File: config.mk
export PLATFORM = sky130hd
export DESIGN_NAME = exc_sticky_agg
export DESIGN_NICKNAME = d
export VERILOG_FILES = /design/src/rtl/exc_agg_pkg.sv /design/src/rtl/exc_agg_ctrl.sv /design/src/rtl/exc_agg_dp.sv /design/src/rtl/exc_sticky_agg.sv
export SDC_FILE = /design/constraint.sdc
export NUM_CORES = 1
export LEC_CHECK = 0
export BUFFER_PORTS_ARGS = -buffer_cell sky130_fd_sc_hd__buf_2
export CAP_MARGIN = 40
export CORE_MARGIN = 1
export CORE_UTILIZATION = 37
export CTS_BUF_LIST = sky130_fd_sc_hd__clkbuf_16
export CTS_CLUSTER_DIAMETER = 100
export DETAILED_ROUTE_END_ITERATION = 10
export HOLD_SLACK_MARGIN = 0.1
export PLACE_DENSITY_LB_ADDON = 0.12
export RECOVER_POWER = 100
export SYNTH_ARGS = -nofsm -noshare
export SYNTH_HDL_FRONTEND = slang
export SYNTH_SLANG_ARGS = --single-unit
export TNS_END_PERCENT = 100
File: constraint.sdc
create_clock -name clk -period 1 [get_ports clk]
set_input_delay 0.05 -clock clk [delete_from_list [all_inputs] [get_ports clk]]
set_output_delay 0.05 -clock clk [all_outputs]
set_load 0.05 [all_outputs]
File: src/rtl/exc_agg_pkg.sv
package exc_agg_pkg;
  parameter int EXC_W = 4;

  localparam int EXC_FIX_OVF   = 0;
  localparam int EXC_FLT_OVF   = 1;
  localparam int EXC_FLT_UNF   = 2;
  localparam int EXC_FLT_INVAL = 3;

  typedef logic [EXC_W-1:0] excVec_t;

  typedef struct packed {
    excVec_t setX;
    excVec_t setY;
    excVec_t clrX;
    excVec_t clrY;
    logic    maskLoad;
    excVec_t maskData;
  } strobe_t;
endpackage

File: src/rtl/exc_agg_ctrl.sv
module exc_agg_ctrl
  import exc_agg_pkg::*;
(
  input  logic    clk,
  input  logic    rstN,
  input  excVec_t excX,
  input  excVec_t excY,
  input  logic    simdEn,
  input  logic    maskWrEn,
  input  excVec_t maskWrData,
  input  logic    clrXEn,
  input  excVec_t clrXData,
  input  logic    clrYEn,
  input  excVec_t clrYData,
  input  excVec_t stickyX,
  input  excVec_t stickyY,
  input  excVec_t maskQ,
  output strobe_t strb,
  output logic    irq
);
  localparam excVec_t ZERO_VEC = '0;

  excVec_t activeY;
  logic    condNow;
  logic    condPrev;

  // Element Y only counts while both elements are running
  always_comb begin
    strb.setX     = excX;
    strb.setY     = simdEn ? excY : ZERO_VEC;
    strb.clrX     = clrXEn ? clrXData : ZERO_VEC;
    strb.clrY     = clrYEn ? clrYData : ZERO_VEC;
    strb.maskLoad = maskWrEn;
    strb.maskData = maskWrData;
  end

  always_comb begin
    activeY = simdEn ? stickyY : ZERO_VEC;
    condNow = |(maskQ & (stickyX | activeY));
  end

  always_ff @(posedge clk or negedge rstN) begin
    if (!rstN) condPrev <= 1'b0;
    else       condPrev <= condNow;
  end

  assign irq = condNow & ~condPrev;

  AST_IRQ_SINGLE: assert property (@(posedge clk) disable iff (!rstN)
    irq |=> !irq);

  AST_IRQ_ENABLED: assert property (@(posedge clk) disable iff (!rstN)
    irq |-> |(maskQ & (stickyX | stickyY)));
endmodule

File: src/rtl/exc_agg_dp.sv
module exc_agg_dp
  import exc_agg_pkg::*;
(
  input  logic    clk,
  input  logic    rstN,
  input  strobe_t strb,
  output excVec_t stickyX,
  output excVec_t stickyY,
  output excVec_t maskQ,
  output excVec_t flagVec
);
  excVec_t stickyQ [2];
  excVec_t setV    [2];
  excVec_t clrV    [2];

  assign setV[0] = strb.setX;
  assign setV[1] = strb.setY;
  assign clrV[0] = strb.clrX;
  assign clrV[1] = strb.clrY;

  for (genvar e = 0; e < 2; e++) begin : g_elem
    // Clear first, then set: a pulse in the same cycle survives
    always_ff @(posedge clk or negedge rstN) begin
      if (!rstN) stickyQ[e] <= '0;
      else       stickyQ[e] <= (stickyQ[e] & ~clrV[e]) | setV[e];
    end

    AST_SET_WINS: assert property (@(posedge clk) disable iff (!rstN)
      (setV[e] != '0) |=> ((stickyQ[e] & $past(setV[e])) == $past(setV[e])));

    AST_STICKY_HOLD: assert property (@(posedge clk) disable iff (!rstN)
      (clrV[e] == '0) |=> ((stickyQ[e] & $past(stickyQ[e])) == $past(stickyQ[e])));
  end

  always_ff @(posedge clk or negedge rstN) begin
    if (!rstN) begin
      maskQ   <= '0;
      flagVec <= '0;
    end else begin
      if (strb.maskLoad) maskQ <= strb.maskData;
      flagVec <= strb.setX | strb.setY;
    end
  end

  assign stickyX = stickyQ[0];
  assign stickyY = stickyQ[1];
endmodule

File: src/rtl/exc_sticky_agg.sv
module exc_sticky_agg
  import exc_agg_pkg::*;
(
  input  logic             clk,
  input  logic             rstN,
  input  logic [EXC_W-1:0] excX,
  input  logic [EXC_W-1:0] excY,
  input  logic             simdEn,
  input  logic             maskWrEn,
  input  logic [EXC_W-1:0] maskWrData,
  input  logic             clrXEn,
  input  logic [EXC_W-1:0] clrXData,
  input  logic             clrYEn,
  input  logic [EXC_W-1:0] clrYData,
  output logic [EXC_W-1:0] stickyX,
  output logic [EXC_W-1:0] stickyY,
  output logic [EXC_W-1:0] flagVec,
  output logic             irq
);
  strobe_t strb;
  excVec_t maskQ;

  exc_agg_ctrl u_ctrl (
    .clk(clk), .rstN(rstN), .excX(excX), .excY(excY), .simdEn(simdEn),
    .maskWrEn(maskWrEn), .maskWrData(maskWrData),
    .clrXEn(clrXEn), .clrXData(clrXData), .clrYEn(clrYEn), .clrYData(clrYData),
    .stickyX(stickyX), .stickyY(stickyY), .maskQ(maskQ),
    .strb(strb), .irq(irq)
  );

  exc_agg_dp u_dp (
    .clk(clk), .rstN(rstN), .strb(strb),
    .stickyX(stickyX), .stickyY(stickyY), .maskQ(maskQ), .flagVec(flagVec)
  );

  AST_Y_IGNORED: assert property (@(posedge clk) disable iff (!rstN)
    (!simdEn && !clrYEn) |=> $stable(stickyY));

  AST_FLAG_BACKED: assert property (@(posedge clk) disable iff (!rstN)
    ((flagVec & ~(stickyX | stickyY)) == '0));
endmodule

* Word level (Yosys, flattened, before mapping)
Index checks and enable logic that the tools add are counted.
** Storage, ports and cells
- Register bits after elaboration :: 17
- Input port bits :: 26
- Output and inout port bits :: 13
- Logic and storage cells :: 21
** Operators by class
- Multiplexer cells :: 4
- Bitwise operators :: 11
- Reductions and logical operators :: 1
** Operators by type and width (count)
- 2-to-1 mux 4 bit :: 4
- bitwise OR 4 bit :: 4
- bitwise AND 4 bit :: 3
- inverter 4 bit :: 2
- OR reduction 4 bit :: 1
- bitwise AND 1 bit :: 1
- inverter 1 bit :: 1

* Longest topological paths before layout
- Depth after elaboration :: 5
- Mapped depth :: 4
- Depth with buffers taken out :: 3

* Cells and area by module
A second synthesis with hierarchy kept.
** Unflattened totals
- Cell total of the unflattened synthesis :: 70
- Area, all modules :: 794.5 um2
** Modules (own cells, without submodules)
- exc_agg_dp :: times used 1, cells an instance 40, area each 560.5 um2, sequential area each 400.4 um2
- exc_agg_ctrl :: times used 1, cells an instance 30, area each 234.0 um2, sequential area each 25.0 um2

* Worst setup path before layout
Ideal clock, no wire load.
- Path type :: flip-flop to output port
- Start :: reg u_dp.stickyQ, in the netlist u_dp.stickyY[0]
- End :: out irq
- Arrival :: 1466 ps
- Required time :: 950 ps
- Path slack :: -516 ps
- Stages on the path, launching flop included :: 4
- Buffers on the path :: 0
- Cells stage by stage :: dfrtp_1 -> a21oi_1 -> o22a_1 -> a21oi_2
** Between the ends
- Longest elaborated chain between the ends :: 5
** RTL lines
- from (decl) :: line exc_agg_dp.sv:12 : excVec_t stickyQ [2];
- from (signal, indexed assignment) :: line exc_agg_dp.sv:25 : else stickyQ[e] <= (stickyQ[e] & ~clrV[e]) | setV[e];
- 2-to-1 mux 4 bit :: line exc_agg_ctrl.sv:38 : activeY = simdEn ? stickyY : ZERO_VEC;
- bitwise OR 4 bit :: line exc_agg_ctrl.sv:39 : condNow = |(maskQ & (stickyX | activeY));
- bitwise AND 4 bit :: line exc_agg_ctrl.sv:39
- OR reduction 4 bit :: line exc_agg_ctrl.sv:39
- bitwise AND 1 bit :: line exc_agg_ctrl.sv:47 : assign irq = condNow & ~condPrev;
- to (decl) :: line exc_sticky_agg.sv:18 : output logic irq
No other way between the ends.

* Final worst setup path
- Start :: reg u_dp.stickyQ, in the netlist u_dp.stickyY[3]
- End :: out irq
The elaborated chain is that of the path after synthesis.

==> impl_metrics.py <==
metrics = {
    "worst_setup_path": {
        "crit_chain": "a21o_2 > a22oi_2 > a21oi_4 > buf_6",
        "cp_max_fo": 2,
        "worst_setup_path_end_kind": "output port",
        "start_kind": "register",
        "path_buf_inv": 1,
        "required_ns": 0.95,
        "cp_top_family": "compound AO/OA/AOI/OAI gates",
        "max_stage_delay_ns": 0.40,
        "slowest_stage": "dfrtp_2",
        "crit_type": "register to output port",
        "cp.arrival_ns": 1.30,
    },
    "pwr": {
        "power_frac_comb_pct": 26.1,
        "p_sw_uw": 567.3,
        "p_clk_share_pct": 36.6,
        "vdd_drop_max_mv": 1.019,
        "share_seq_of_total_power_pct": 37.3,
        "power_density_mw_per_mm2": 1637,
        "p_leak_nw": 0.6117,
        "p_int_mw": 1.536,
        "sw_frac_of_total_pct": 26.97,
    },
    "yosys": {
        "ys_top_cells_by_area": "dfrtp_1 (62%), a21o_2 (7.7%), nand2_1 (6.0%)",
        "syn_inst": 54,
        "synth_nets": 80,
        "synth_area_per_cell_sq_um": 12.67,
        "ys_seq_area_share_pct": 62.16,
        "yosysTopAreaCell": "dfrtp_1",
        "synth_area_sq_um": 684.4,
        "synth_top_area_share_pct": 62.16,
        "synth_cell_type_count": 13,
        "yosys_warnings": 0,
        "synth-seq-cells": 17,
    },
    "floorplanning": {
        "rows": 15,
        "die_area_sq_mm": 0.002026,
        "die_x_um": 45.01,
        "start_util_pct": 39.64,
        "die_h_um": 45.01,
        "core_area_sq_mm": 0.001727,
        "io_pins": 39,
    },
    "place": {
        "io_buffer_count": 38,
        "post-dp-hpwl_mm": 1.182,
        "place_congestion": 0.6754,
        "post-place-ws_ns": -0.1285,
        "dpl_cell_area_sq_um": 991.0,
    },
    "cts": {
        "clk_pin_slew_worst_paths_ns": 0.05,
        "cts_buffer_depth": 2,
        "cts_tree": "built",
        "clkLatencyLatePin_ns": 0.24,
        "tritoncts.num_buffers": 3,
        "clock_sinks": 17,
        "clockRootBuffer": "clkbuf_16",
        "htreeDepth": 1,
    },
    "final_layout": {
        "areaGrowthSynthToFinish_pct": 87.75,
        "final_util_pct": 74.42,
        "diodes": 0,
        "fin_nets": 149,
        "post_route_cells_drive_above_1_share_pct": 57.38,
        "fin_area_sq_mm": 0.001285,
    },
    "global_route": {
        "grt_max_degree": 18,
        "grt_pass1_vias": 656,
        "grtUsageTotal_pct": 18.08,
        "grt_overflow": 0,
        "grt_pass1_wl_mm": 2.622,
        "antenna_found_initial": 0,
    },
    "sta": {
        "slew_violations": 0,
        "skew_ns": 0.0009239,
        "slew_headroom_pct": 72.07,
        "finalHoldViolations": 0,
        "max_freq_ghz": 0.7435,
        "setup_viol": 5,
        "layout_min_cycle_time_ns": 1.345,
        "period_share_pct": 134.5,
        "tightest_slew_ns": 0.4190,
        "rsz0062_at_grt": "yes",
        "fin_ws_ns": -0.3450,
    },
    "job": {
        "drv_cap": 0,
    },
    "run_status": {
        "violations": "DRC, setup timing",
        "status": "complete, but fails checks",
    },
    "routing": {
        "ant_nets": 0,
        "drc": 2,
        "drt_iter0_markers": 6,
        "routed_via_density": 4.435,
        "via_count": 652,
        "routed_wl_mm": 1.684,
        "drt_first_pass_iters": 7,
        "routedWlPerCell_um": 11.46,
    },
    "hold_path": {
        "holdCritPathClass": "input pin to register",
    },
}
repair_timing:
item,4_1_cts,5_1_grt
resized for setup,19,0
hold buffers,16,0
buffers inserted,1,1
endpoints found under the setup margin,10,2
cloned,0,0
hold endpoints to repair,33,0
pin swaps,2,3
kinds of logic after synthesis:
family	Yosys count	synth area share (%)
DFF	17	62.16
AOI/OAI and AO/OA	21	25.78
muxes	2	3.290
and+or+nand+nor	11	6.033
buffers and inverters	3	2.743
placed cells by master (no fill, tap or decap), types with 2 or more instances in the layout:
cell type	instances
nand2_1	11
mux2_2	2
buf_6	8
clkbuf_1	6
buf_2	24
dlygate4sd3_1	16
dfrtp_2	8
o21ai_0	2
inv_1	3
buf_4	8
a22o_2	4
a21oi_2	2
clkbuf_16	3
dfrtp_1	9
a21o_1	4
a21o_2	6
metal layers:
metal | wire (um) | track usage, % | share of wire (%) | up-vias
li1 | - | - | - | 326
met1 | 786 | 23.50 | 47 | 301
met2 | 819 | 31.30 | 49 | 25
met3 | 78 | 3.600 | 4.6 | 0
met4 | 0 | 3.636 | 0 | 0
met5 | 0 | 0 | 0 | -
worst reg2reg max path, delay by kind of cell (launching register included):
kind             cells  cell delay (ns)
AO/OA/AOI/OAI        2             0.42
AND/OR/NAND/NOR      1             0.08
flip-flops           1             0.40
cell usage after synthesis:
cell type / number
a21o_1: 4
a21o_2: 6
a21oi_1: 1
a21oi_2: 2
a22o_2: 4
a22oi_2: 1
buf_6: 1
dfrtp_1: 17
inv_1: 2
mux2_2: 2
nand2_1: 11
o21ai_0: 2
o22a_1: 1
power by group through the flow:
stage / clock [mW] / combinational, mW / sequential (mW)
global route: 0.803 / 0.585 / 0.790
CTS: 0.776 / 0.549 / 0.785
global placement: 0 / 0.446 / 0.793
floorplan: 0 / 0.120 / 0.942
finish: 0.770 / 0.549 / 0.784
detailed placement: 0 / 0.448 / 0.796
sequential cells by signal, summed over array words and instances (netlist names):
signal and cells:
u_ctrl.condPrev 1, u_dp.stickyX 4, u_dp.stickyY 4, u_dp.maskQ 4, u_dp.flagVec 4
worst paths after layout:
check / startpoint / to / slack, ns / cells after the start
max: u_dp.stickyY[3] / irq / -0.35 / 4
min: clrXData[2] / u_dp.stickyX[2] / 0.1 / 3
max reg2reg: u_dp.stickyY[3] / u_ctrl.condPrev / -0.01 / 3
min reg2reg: u_dp.maskQ[2] / u_dp.maskQ[2] / 0.53 / 1
max in group asynchronous: rstN / u_dp.stickyY[0] / 0.41 / 2
min in group asynchronous: rstN / u_dp.flagVec[1] / 0.28 / 2
metrics by stage:
stage / cells / hold slack [ns] / TNS (ns) / power (mW)
3_5_place_dp: 126 / -0.0002683 / -0.1343 / 1.244
3_3_place_gp: 126 / -0.009785 / -0.1239 / 1.239
4_1_cts: 146 / 0.1008 / -0.3943 / 2.110
6_report: 147 / 0.09900 / -0.5736 / 2.103
2_1_floorplan: 54 / -0.2456 / -0.3625 / 1.063
5_1_grt: 147 / 0.1057 / -0.7968 / 2.178
cell type report:
class,count,area [sq um]
Multi-Input combinational cell,34,251.5
Tap cell,25,31.28
Inverter,2,7.507
Sequential cell,17,435.4
Timing Repair Buffer,65,480.5
Fill cell,123,441.7
Clock buffer,3,75.07
Clock inverter,1,3.754
No activity file was read; power rests on OpenSTA's default activity.
